[config.mk]
export PLATFORM = sky130hd
export DESIGN_NAME = msq_cell_sequencer
export DESIGN_NICKNAME = d
export VERILOG_FILES = /design/src/rtl/msq_sel_pkg.sv /design/src/rtl/msq_code_split.sv /design/src/rtl/msq_quad_cells.sv /design/src/rtl/msq_cell_sequencer.sv
export SDC_FILE = /design/constraint.sdc
export NUM_CORES = 1
export LEC_CHECK = 0
export CAP_MARGIN = 20
export CORE_MARGIN = 2
export CORE_UTILIZATION = 52
export CTS_CLUSTER_SIZE = 24
export DETAILED_ROUTE_END_ITERATION = 10
export GPL_ROUTABILITY_DRIVEN = 0
export PLACE_DENSITY = 0.85
export SLEW_MARGIN = 15
export SYNTH_ARGS = -nofsm -noshare
export SYNTH_HDL_FRONTEND = slang
export SYNTH_SLANG_ARGS = --single-unit
export TNS_END_PERCENT = 50
[constraint.sdc]
create_clock -name clk -period 12.2 [get_ports clk]
set_input_delay 1.22 -clock clk [delete_from_list [all_inputs] [get_ports clk]]
set_output_delay 1.22 -clock clk [all_outputs]
set_load 0.01 [all_outputs]
[src/rtl/msq_sel_pkg.sv]
package msq_sel_pkg;

  typedef enum logic [1:0] {
    QUAD_A1 = 2'd0,
    QUAD_A2 = 2'd1,
    QUAD_B1 = 2'd2,
    QUAD_B2 = 2'd3
  } quad_e;

  localparam int NUM_QUAD = 4;

  // Doubly-even magic square entry, rows and columns counted from 0.
  function automatic int base_val(int side, int r, int c);
    int idx;
    int rm;
    int cm;
    idx = r * side + c + 1;
    rm  = r % 4;
    cm  = c % 4;
    if (rm == cm || rm + cm == 3) return side * side + 1 - idx;
    return idx;
  endfunction

  // Quarter-turn counterclockwise copy for the rotated quadrants.
  function automatic int cell_val(int side, bit rot, int r, int c);
    if (rot) return base_val(side, c, side - 1 - r);
    return base_val(side, r, c);
  endfunction

endpackage

[src/rtl/msq_code_split.sv]
module msq_code_split #(
  parameter  int SIDE   = 8,
  localparam int Q      = SIDE * SIDE,
  localparam int MAXC   = 4 * Q,
  localparam int CODE_W = $clog2(MAXC + 1),
  localparam int FILL_W = $clog2(Q + 1)
) (
  input  logic [CODE_W-1:0] code_in,
  output logic [FILL_W-1:0] fill [msq_sel_pkg::NUM_QUAD],
  output logic [1:0]        last_quad,
  output logic [FILL_W-1:0] last_rank,
  output logic              last_vld
);

  logic [CODE_W-1:0] code_c;
  logic [CODE_W-1:0] step;

  // Saturate codes above full scale.
  assign code_c = (code_in > CODE_W'(MAXC)) ? CODE_W'(MAXC) : code_in;

  for (genvar q = 0; q < msq_sel_pkg::NUM_QUAD; q++) begin : g_fill
    logic [CODE_W-1:0] span;
    assign span    = code_c - CODE_W'(q) - CODE_W'(1);
    assign fill[q] = (code_c > CODE_W'(q)) ? FILL_W'(span >> 2) + FILL_W'(1) : '0;
  end

  assign step = code_c - CODE_W'(1);

  always_comb begin
    last_vld  = (code_c != '0);
    last_quad = '0;
    last_rank = '0;
    if (last_vld) begin
      last_quad = step[1:0];
      last_rank = FILL_W'(step >> 2) + FILL_W'(1);
    end
  end

endmodule

[src/rtl/msq_quad_cells.sv]
module msq_quad_cells #(
  parameter  int SIDE   = 8,
  parameter  bit ROT    = 1'b0,
  localparam int Q      = SIDE * SIDE,
  localparam int FILL_W = $clog2(Q + 1)
) (
  input  logic [FILL_W-1:0] fill,
  output logic [Q-1:0]      en
);

  for (genvar r = 0; r < SIDE; r++) begin : g_row
    for (genvar c = 0; c < SIDE; c++) begin : g_col
      localparam int V = msq_sel_pkg::cell_val(SIDE, ROT, r, c);
      assign en[r*SIDE + c] = (fill >= FILL_W'(V));
    end
  end

endmodule

[src/rtl/msq_cell_sequencer.sv]
module msq_cell_sequencer #(
  parameter  int SIDE   = 8,
  localparam int Q      = SIDE * SIDE,
  localparam int MAXC   = 4 * Q,
  localparam int CODE_W = $clog2(MAXC + 1),
  localparam int FILL_W = $clog2(Q + 1),
  localparam int NQ     = msq_sel_pkg::NUM_QUAD
) (
  input  logic                 clk,
  input  logic                 rst,
  input  logic [CODE_W-1:0]    code_in,
  output logic [NQ*FILL_W-1:0] fill_cnt,
  output logic [NQ*Q-1:0]      cell_en,
  output logic [1:0]           last_quad,
  output logic [FILL_W-1:0]    last_rank,
  output logic                 last_vld
);

  logic [FILL_W-1:0]    fill [NQ];
  logic [NQ*FILL_W-1:0] fill_nxt;
  logic [NQ*Q-1:0]      en_nxt;
  logic [1:0]           quad_nxt;
  logic [FILL_W-1:0]    rank_nxt;
  logic                 vld_nxt;

  msq_code_split #(.SIDE(SIDE)) i_split (
    .code_in   (code_in),
    .fill      (fill),
    .last_quad (quad_nxt),
    .last_rank (rank_nxt),
    .last_vld  (vld_nxt)
  );

  for (genvar q = 0; q < NQ; q++) begin : g_quad
    // Sequence indices 2 and 3 are the rotated B quadrants.
    msq_quad_cells #(.SIDE(SIDE), .ROT(q >= 2)) i_cells (
      .fill (fill[q]),
      .en   (en_nxt[q*Q +: Q])
    );
    assign fill_nxt[q*FILL_W +: FILL_W] = fill[q];
  end

  always_ff @(posedge clk) begin
    if (rst) begin
      fill_cnt  <= '0;
      cell_en   <= '0;
      last_quad <= '0;
      last_rank <= '0;
      last_vld  <= 1'b0;
    end else begin
      fill_cnt  <= fill_nxt;
      cell_en   <= en_nxt;
      last_quad <= quad_nxt;
      last_rank <= rank_nxt;
      last_vld  <= vld_nxt;
    end
  end

endmodule

* Word-level counts from Yosys, hierarchy flattened *
Index checks and enable logic that the tools add are counted.

operators by class
  add/subtract/negate cells = 10
  $mul = 0
  divide/modulo/power cells = 0
  magnitude comparators = 261
  equal/unequal tests = 0
  shifts and indexed selects = 0
  multiplexer cells = 5
  bitwise gates (word level) = 1
  reductions and logical operators = 2

operators with widths
  kind                 count
  $ge 7x6->1 const B   128
  $ge 7x5->1 const B   64
  $ge 7x4->1 const B   32
  $ge 7x3->1 const B   16
  $ge 7x2->1 const B   8
  $sub 9x1->9 const B  4
  $add 7x1->7 const B  4
  $ge 7x1->1 const B   4
  $ge 7x7->1 const B   4
  $mux 7               4
  $gt 9x1->1 const B   2
  $gt 9x2->1 const B   2
  $sub 9x2->9 const B  2
  $gt 9x9->1 const B   1
  $mux 9               1
  $reduce_bool 9->1    1
  $reduce_or 2->1      1
  $not 1->1            1

word-level totals
  register bits = 294
  latch bits = 0
  bits in writable memories = 0
  memory bits (read-only) = 0
  input bits = 11
  logic and storage cells = 284
  memories kept = 0

* Depth between registers and ports, before layout *
Gate-level depths: netlist (run 1).

  word-level depth = 7
  depth in mapped cells = 20
  depth with buffers taken out = 14

* Cells and area by module *
From an unflattened synthesis (run 1), not the netlist that was laid out.

unflattened totals
  cells, all modules = 1285
  area, all modules = 11925.2 µm²

modules (own cells, without submodules)
  module                                   times used  cells each  area an instance (µm²)  seq. area each (µm²)
  msq_cell_sequencer                       1           620         7881.3                  5885.6
  msq_code_split                           1           217         1471.4                  0.0
  msq_quad_cells at g_quad[0].i_cells ...  2           115         653.1                   0.0
  msq_quad_cells at g_quad[2].i_cells ...  2           109         633.1                   0.0

* Worst setup path after synthesis (run 1) *
Ideal clock, no wire load.

  path type = input-to-reg
  start = input code_in[8]
  end = register cell_en[114]
  library setup time = 0.131 ns
  data arrival time = 5.087 ns
  required time = 12.069 ns
  path slack = 6.982 ns
  cell stages on the path = 19
  buffers on the path = 6
  cell sequence = buf_2 > buf_2 > buf_2 > clkbuf_1 > nor2b_1 > inv_1 > ha_1 > or3b_2 > o211a_1 > ha_1 > and2_1 > clkbuf_1 > o211ai_1 > or4_4 > a2111oi_4 > a2111oi_4 > nor3_4 > buf_6 > a21oi_2

on the way
  cells in the longest elaborated chain, start to end = 7
  elaborated cells between the ends (all ways) = 8
  classes of those cells = 3 x add/sub; 3 x order compare; 2 x mux

RTL lines
  item                       line                      text
  start: declaration         msq_cell_sequencer.sv:11  input logic [CODE_W-1:0] code_in,
  $gt 9x9->1                 msq_code_split.sv:19      assign code_c = (code_in > CODE_W'(MAXC)) ? CODE_W'(MAXC) : code_in;
  $mux 9 *                   msq_code_split.sv:19
  $sub 9x1->9 (2 in series)  msq_code_split.sv:23      assign span = code_c - CODE_W'(q) - CODE_W'(1);
  $add 7x1->7                msq_code_split.sv:24      assign fill[q] = (code_c > CODE_W'(q)) ? FILL_W'(span >> 2) + FILL_W'(1) : '0;
  $mux 7 *                   msq_code_split.sv:24
  $ge 7x4->1 *               msq_quad_cells.sv:14      assign en[r*SIDE + c] = (fill >= FILL_W'(V));
  end signal: assignment     msq_cell_sequencer.sv:52  cell_en <= en_nxt;
  end: declaration           msq_cell_sequencer.sv:13  output logic [NQ*Q-1:0] cell_en,

Every way passes the cells marked *; elsewhere a longest branch is shown, timed or not.
A chain may end at the register's enable or synchronous reset.

* Final worst setup path (run 1) *
  start = input code_in[2]
  end = register cell_en[83]

on the way
  cells in the longest elaborated chain, start to end = 7
  elaborated cells between the ends (all ways) = 8
  classes of those cells = 3 x add/sub; 3 x order compare; 2 x mux

RTL lines
  item                       line
  $gt 9x9->1                 msq_code_split.sv:19
  $mux 9 *                   msq_code_split.sv:19
  $sub 9x1->9 (2 in series)  msq_code_split.sv:23
  $add 7x1->7                msq_code_split.sv:24
  $mux 7 *                   msq_code_split.sv:24
  $ge 7x5->1 *               msq_quad_cells.sv:14

Marks and branches as above.

==> results of run 1 <==
[area by class of cell]
type,count,area share
Timing Repair Buffer,313,0.205
Multi-Input combinational cell,777,0.316
Inverter,31,0.00766
Sequential cell,291,0.383
Tap cell,275,0.0226
Clock buffer,40,0.0551
Clock inverter,12,0.00997
[layout by cell type, fill, tap and decap left out, types with 16 or more instances in the layout]
cell type / synthesis / layout
o21ai_0: 93 / 93
a211oi_1: 16 / 16
xnor2_1: 21 / 21
nand3_1: 33 / 33
inv_1: 30 / 30
dfxtp_1: 291 / 291
nor3_1: 33 / 33
a21oi_1: 140 / 139
clkdlybuf4s50_1: 0 / 303
nor2_1: 77 / 77
clkbuf_16: 0 / 29
nand2_1: 97 / 97
a31oi_1: 22 / 21
[synth_stat cells (all sizes together) (4+ instances only)]
cell,instances
a211oi,19
a21boi,4
a21o,9
a21oi,146
a311oi,7
a31o,5
a31oi,23
and2,14
and3,10
buf,32
clkbuf,67
dfxtp,291
ha,14
inv,31
mux2i,4
nand2,98
nand2b,6
nand3,33
nand4,14
nor2,79
nor2b,14
nor3,38
nor4,10
o211a,5
o211ai,11
o21ai,100
o22ai,14
o31ai,9
or2,12
or3,10
xnor2,23
[logic make-up (layout without fill, tap and decap cells)]
family / Yosys count / after routing / synth area share
AOI/OAI and AO/OA: 383 / 383 / 0.224
and+or+nand+nor: 350 / 350 / 0.160
DFF: 291 / 291 / 0.522
buffers and inverters: 130 / 396 / 0.0499
xor gates and xnor gates: 25 / 25 / 0.0222
adders and majority gates: 14 / 14 / 0.0157
muxes: 5 / 5 / 0.00684
[sequential cells by signal, indices dropped and copies added, names as in the netlist]
register,flops
last_vld,1
cell_en,255
fill_cnt,26
last_rank,7
last_quad,2
[final timing paths]
check / endpoint
worst max-delay path: cell_en[83]$_SDFF_PP0_
worst min-delay path: fill_cnt[14]$_SDFF_PP0_
[metal layers]
metal  vias to the layer above  GRT usage  routed length (um)
li1                       4732          -                   -
met3                        93     0.0379                2750
met2                       607      0.481               16600
met1                      4805      0.380               13800
met5                         -          0                   0
met4                         0      0.109                1220
[report_power, final]
group	switching [mW]	leakage [nW]	internal (mW)	total (mW)
combinational	0.400	2.95	0.303	0.703
clock	0.369	0.495	0.543	0.912
sequential	0.0385	2.43	1.07	1.11
[worst max-delay path, delay by kind of cell]
kind / cells / cell delay [ps]
buffers and inverters: 2 / 1080
adders and majority gates: 1 / 450
xor gates and xnor gates: 2 / 680
AOI/OAI and AO/OA: 3 / 1450
and+or+nand+nor: 4 / 1500
==> metrics.md, run 1 <==
| Metric | Value |
|---|---|
| Outcome | `completed` |
| Total power | `2.72 mW` |
| Count of pins over their slew limit | `0` |
| Initial Utilization | `0.531` |
| Synth Warn # | `0` |
| Worst Path Arrival | `between 6000 and 7000 ps` |
| Worst Tran Pin Value | `1120 ps` |
| Synth Net Count | `1,223` |
| Avg Synthesized Cell Area | `9.32 um2` |
| TritonCTS sink count | `~290` |
| Die area | `22,700 um2` |
| Initial antenna violation count | `0` |
| Period Utilization, post-route | `0.495` |
| WHS | `1090 ps` |
| Critical path's largest stage delay | `900 ps` |
| Async set-reset flop share out of synthesis | `0` |
| Final worst setup slack | `6160 ps` |
| CTS H-tree lvls | `1` |
| Slew HR | `0.255` |
| Remaining global-route overflow | `0` |
| I/O pins | `305` |
| Hold path cells | `2` |
| Cell repeated most along the worst path | `xnor2_1` |
| Tot GR Track Use | `0.288` |
| Antenna Diode Count | `0` |
| Peak fanout along the critical path | `22` |
| CTS max path bufs | `3` |
| Fraction of layout cells with a size suffix above 1 | `0.0813` |
| Hold_sp | `rst` |
| CTS tree | `yes` |
| Seq/Total Area, Yosys | `0.522` |
| Dpl hpwl | `23,700 um` |
| Vias per std cell | `5.89` |
| Yosys top cell area share | `0.522` |
| Sequential Area | `between 5000 and 6000 um2` |
| DRC viols | `0` |
| Final wirelength | `34,400 um` |
| Setup crit start | `code_in[2]` |
| Post-synth top flop | `dfxtp_1` |
| Wire per inst | `19.8 um` |
| # rows | `53` |
| Fin. Hold Viols | `0` |
| Nature of the critical path startpoint | `input pin` |
| ANT nets after route | `0` |
| Synth Register Bits | `291` |
| First-pass GRT wire length | `51,800 um` |
| CP cell instances | `clkdlybuf4s50_1 -> nor2b_1 -> inv_1 -> ha_1 -> and2_1 -> xnor2_1 -> o211ai_1 -> or4_4 -> nand2_4 -> xnor2_1 -> o31ai_4 -> a21oi_1` |
| Setup violators final | `0` |
| Synth cell types | `91` |
| Largest area contributor in the netlist | `dfxtp_1` |
| Post-Syn Instances | `1,198` |
| LEAKAGE | `about 5.9 nW` |
| Max Freq | `between 0.15 and 0.2 GHz` |
| Final Non-Filler Cells | `1,739` |
| Slowest cell on the critical path | `o31ai_4` |
| Initial DRC Count | `1,095` |
| RSZ-0062 raised after global routing | `false` |
| Layout area overhead | `36.1%` |
| Fillers | `1,405` |
| Post-synth EDFFs | `0` |
| Peak supply drop | `between 0.1 and 0.15 mV` |
| Critical path required time | `about 13,000 ps` |
| Number of setup buffers added after CTS | `0` |
| Post-Syn Area | `approximately 11,000 um2` |
| Max Cap Viol | `0` |
| Hold-fix buffers at CTS | `0` |
| Footprint of the multi-input gates | `4800 um2` |
| Setup CP Type | `in -> reg` |
| Core footprint | `21,000 um2` |
| Placed Area | `14,200 um2` |
| Synth area leaders | `dfxtp_1, a21oi_1, o21ai_0` |
| NumNets Final | `approximately 1,500` |
| Vias in the first global route | `about 9,400` |
| DRT Pass-1 Iters | `5` |
| Placed Instances | `1,685` |
| Design area | `15,200 um2` |
| TritonCTS buffer count | `28` |
| Clk root buf | `clkbuf_16` |
| Setup_tns | `0 ps` |
| Worst setup EP type | `flop` |
| Vias | `10,200` |
| Die Y | `151 um` |
| IO Port Bufs | `304` |
| Die X | `151 um` |
| Worst slack at placement | `around 5600 ps` |
| Clock transition at the registers of the reported paths | `~60 ps` |
| Largest net degree at the start of global routing | `82` |
| Type of the tightest min-delay check | `in -> reg` |
| CTS resizes | `0` |
| Pwr per Cell Area | `179 nW/um2` |
| Fin crit period | `6040 ps` |
| Util after Layout | `0.723` |
(Power assumes the default switching activity.)
==> inputs of run 2 (changes only) <==
--- a/config.mk
+++ b/config.mk
@@ -7,11 +7,11 @@
 export LEC_CHECK = 0
 export CAP_MARGIN = 20
 export CORE_MARGIN = 2
-export CORE_UTILIZATION = 52
+export CORE_UTILIZATION = 44
 export CTS_CLUSTER_SIZE = 24
 export DETAILED_ROUTE_END_ITERATION = 10
 export GPL_ROUTABILITY_DRIVEN = 0
-export PLACE_DENSITY = 0.85
+export PLACE_DENSITY = 0.77
 export SLEW_MARGIN = 15
 export SYNTH_ARGS = -nofsm -noshare
 export SYNTH_HDL_FRONTEND = slang
==> constraint.sdc (replaced) <==
create_clock -name clk -period 5.3 [get_ports clk]
set_input_delay 0.53 -clock clk [delete_from_list [all_inputs] [get_ports clk]]
set_output_delay 0.53 -clock clk [all_outputs]
set_load 0.01 [all_outputs]
==> run 2 against run 1 <==
  * Sequential share of layout area down 0.58 points
  * Critical path type unchanged
  * Sequential power up 130%
  * Wire length up 2.3%
==> metrics.md, run 2 (synthesized netlist as in run 1, its figures left out) <==
| Metric | Value |
|---|---|
| Outcome | `completed` |
| Die Y | `163 um` |
| Setup_tns | `0 ps` |
| Fin. Hold Viols | `0` |
| CTS resizes | `0` |
| Clock transition at the registers of the reported paths | `60 ps` |
| Highest-count cells in the layout ignoring fill and taps | `clkdlybuf4s50_1, dfxtp_1, a21oi_1` |
| # rows | `between 50 and 60` |
| Tot GR Track Use | `0.250` |
| CTS max path bufs | `3` |
| Largest net degree at the start of global routing | `83` |
| TritonCTS buffer count | `29` |
| Initial antenna violation count | `0` |
| Die X | `around 160 um` |
| Worst Tran Pin Value | `961 ps` |
| Slew HR | `0.357` |
| Placed Area | `between 10,000 and 15,000 um2` |
| Type of the tightest min-delay check | `in -> reg` |
| CTS H-tree lvls | `1` |
| Setup violators final | `0` |
| Final wirelength | `35,200 um` |
| ANT nets after route | `0` |
| Reg with most FFs | `cell_en` |
| Worst Path Arrival | `5170 ps` |
| Initial DRC Count | `1,063` |
| RSZ-0062 raised after global routing | `false` |
| NumNets Final | `1,486` |
| Count of pins over their slew limit | `0` |
| Vias in the first global route | `roughly 9,500` |
| Design area | `between 15,000 and 20,000 um2` |
| Initial Utilization | `0.446` |
| Pwr per Cell Area | `~410 nW/um2` |
| Hold-fix buffers at CTS | `0` |
| Remaining global-route overflow | `0` |
| LEAKAGE | `about 6.0 nW` |
| I/O pins | `305` |
| Dpl hpwl | `around 25,000 um` |
| Max reg flops | `255` |
| First-pass GRT wire length | `53,300 um` |
| Core footprint | `25,000 um2` |
| Setup CP Type | `in -> reg` |
| CTS tree | `yes` |
| Antenna Diode Count | `0` |
| Fraction of layout cells with a size suffix above 1 | `0.0931` |
| Wire per inst | `19.4 um` |
| Worst setup EP type | `flop` |
| Clk root buf | `clkbuf_16` |
| Peak fanout along the critical path | `39` |
| Largest regs | `cell_en x255, fill_cnt x26, last_rank x7` |
| Nature of the critical path startpoint | `input pin` |
| Commonest non-fill, non-tap cell in the layout | `clkdlybuf4s50_1` |
| Max Freq | `roughly 0.21 GHz` |
| Period Utilization, post-route | `0.896` |
| Peak supply drop | `about 0.27 mV` |
| Number of setup buffers added after CTS | `0` |
| Fin crit period | `4750 ps` |
| Layout area overhead | `38.2%` |
| Critical path required time | `about 5700 ps` |
| IO Port Bufs | `304` |
| Vias per std cell | `5.66` |
| TritonCTS sink count | `291` |
| Vias | `10,300` |
| DRT Pass-1 Iters | `7` |
| Die area | `26,700 um2` |
| Max Cap Viol | `0` |
| DRC viols | `0` |
-- run 2: stage by stage --
stage | utilization | instances | worst slack (ps) | hold slack (ps) | power [mW]
2_1_floorplan | - | 1198 | 772 | 773 | 3.41
3_3_place_gp | 0.575 | 1759 | 382 | 894 | 4.18
3_5_place_dp | 0.575 | 1759 | 150 | 900 | 4.21
4_1_cts | 0.616 | 1811 | 710 | 343 | 6.35
5_1_grt | 0.616 | 1812 | 296 | 365 | 6.59
6_report | 0.616 | 1812 | 549 | 363 | 6.34
-- run 2: layer usage --
layer | GRT usage | up-vias | share of wire
met4 | 0.0724 | 0 | 0.027
met1 | 0.339 | 4865 | 0.42
met5 | 0 | - | 0
met3 | 0.0333 | 84 | 0.083
met2 | 0.418 | 554 | 0.47
li1 | - | 4760 | -
-- run 2: cell type report --
class / instances / area (um2)
well taps: 330 / 413
inverters: 31 / 116
repair buffers: 331 / 3250
multi-input cells: 777 / 4800
flip-flops and latches: 291 / 5830
clock buffers: 40 / 847
clock inverters: 12 / 175
fillers: 2072 / 9610
-- run 2: power breakdown --
| group | switching (mW) | total, mW | internal (mW) |
|---|---|---|---|
| clock | 0.847 | 2.16 | 1.31 |
| sequential | 0.0914 | 2.55 | 2.46 |
| combinational | 0.926 | 1.64 | 0.714 |
-- run 2: path summary, 6_finish.rpt --
kind	from	end	slack (ps)	cells after the start
max	code_in[8]	cell_en[254]$_SDFF_PP0_	550	14
min	rst	last_rank[0]$_SDFF_PP0_	360	2
-- run 2: critical path: stages --
cell	delay, ps
clkdlybuf4s50_1	520
buf_4	390
nor2b_1	140
inv_1	200
ha_1	430
buf_4	220
nor2b_1	400
o21ai_0	240
a2111oi_0	490
o21ai_0	200
a31o_2	280
and2_1	340
or2_2	470
a311oi_1	310
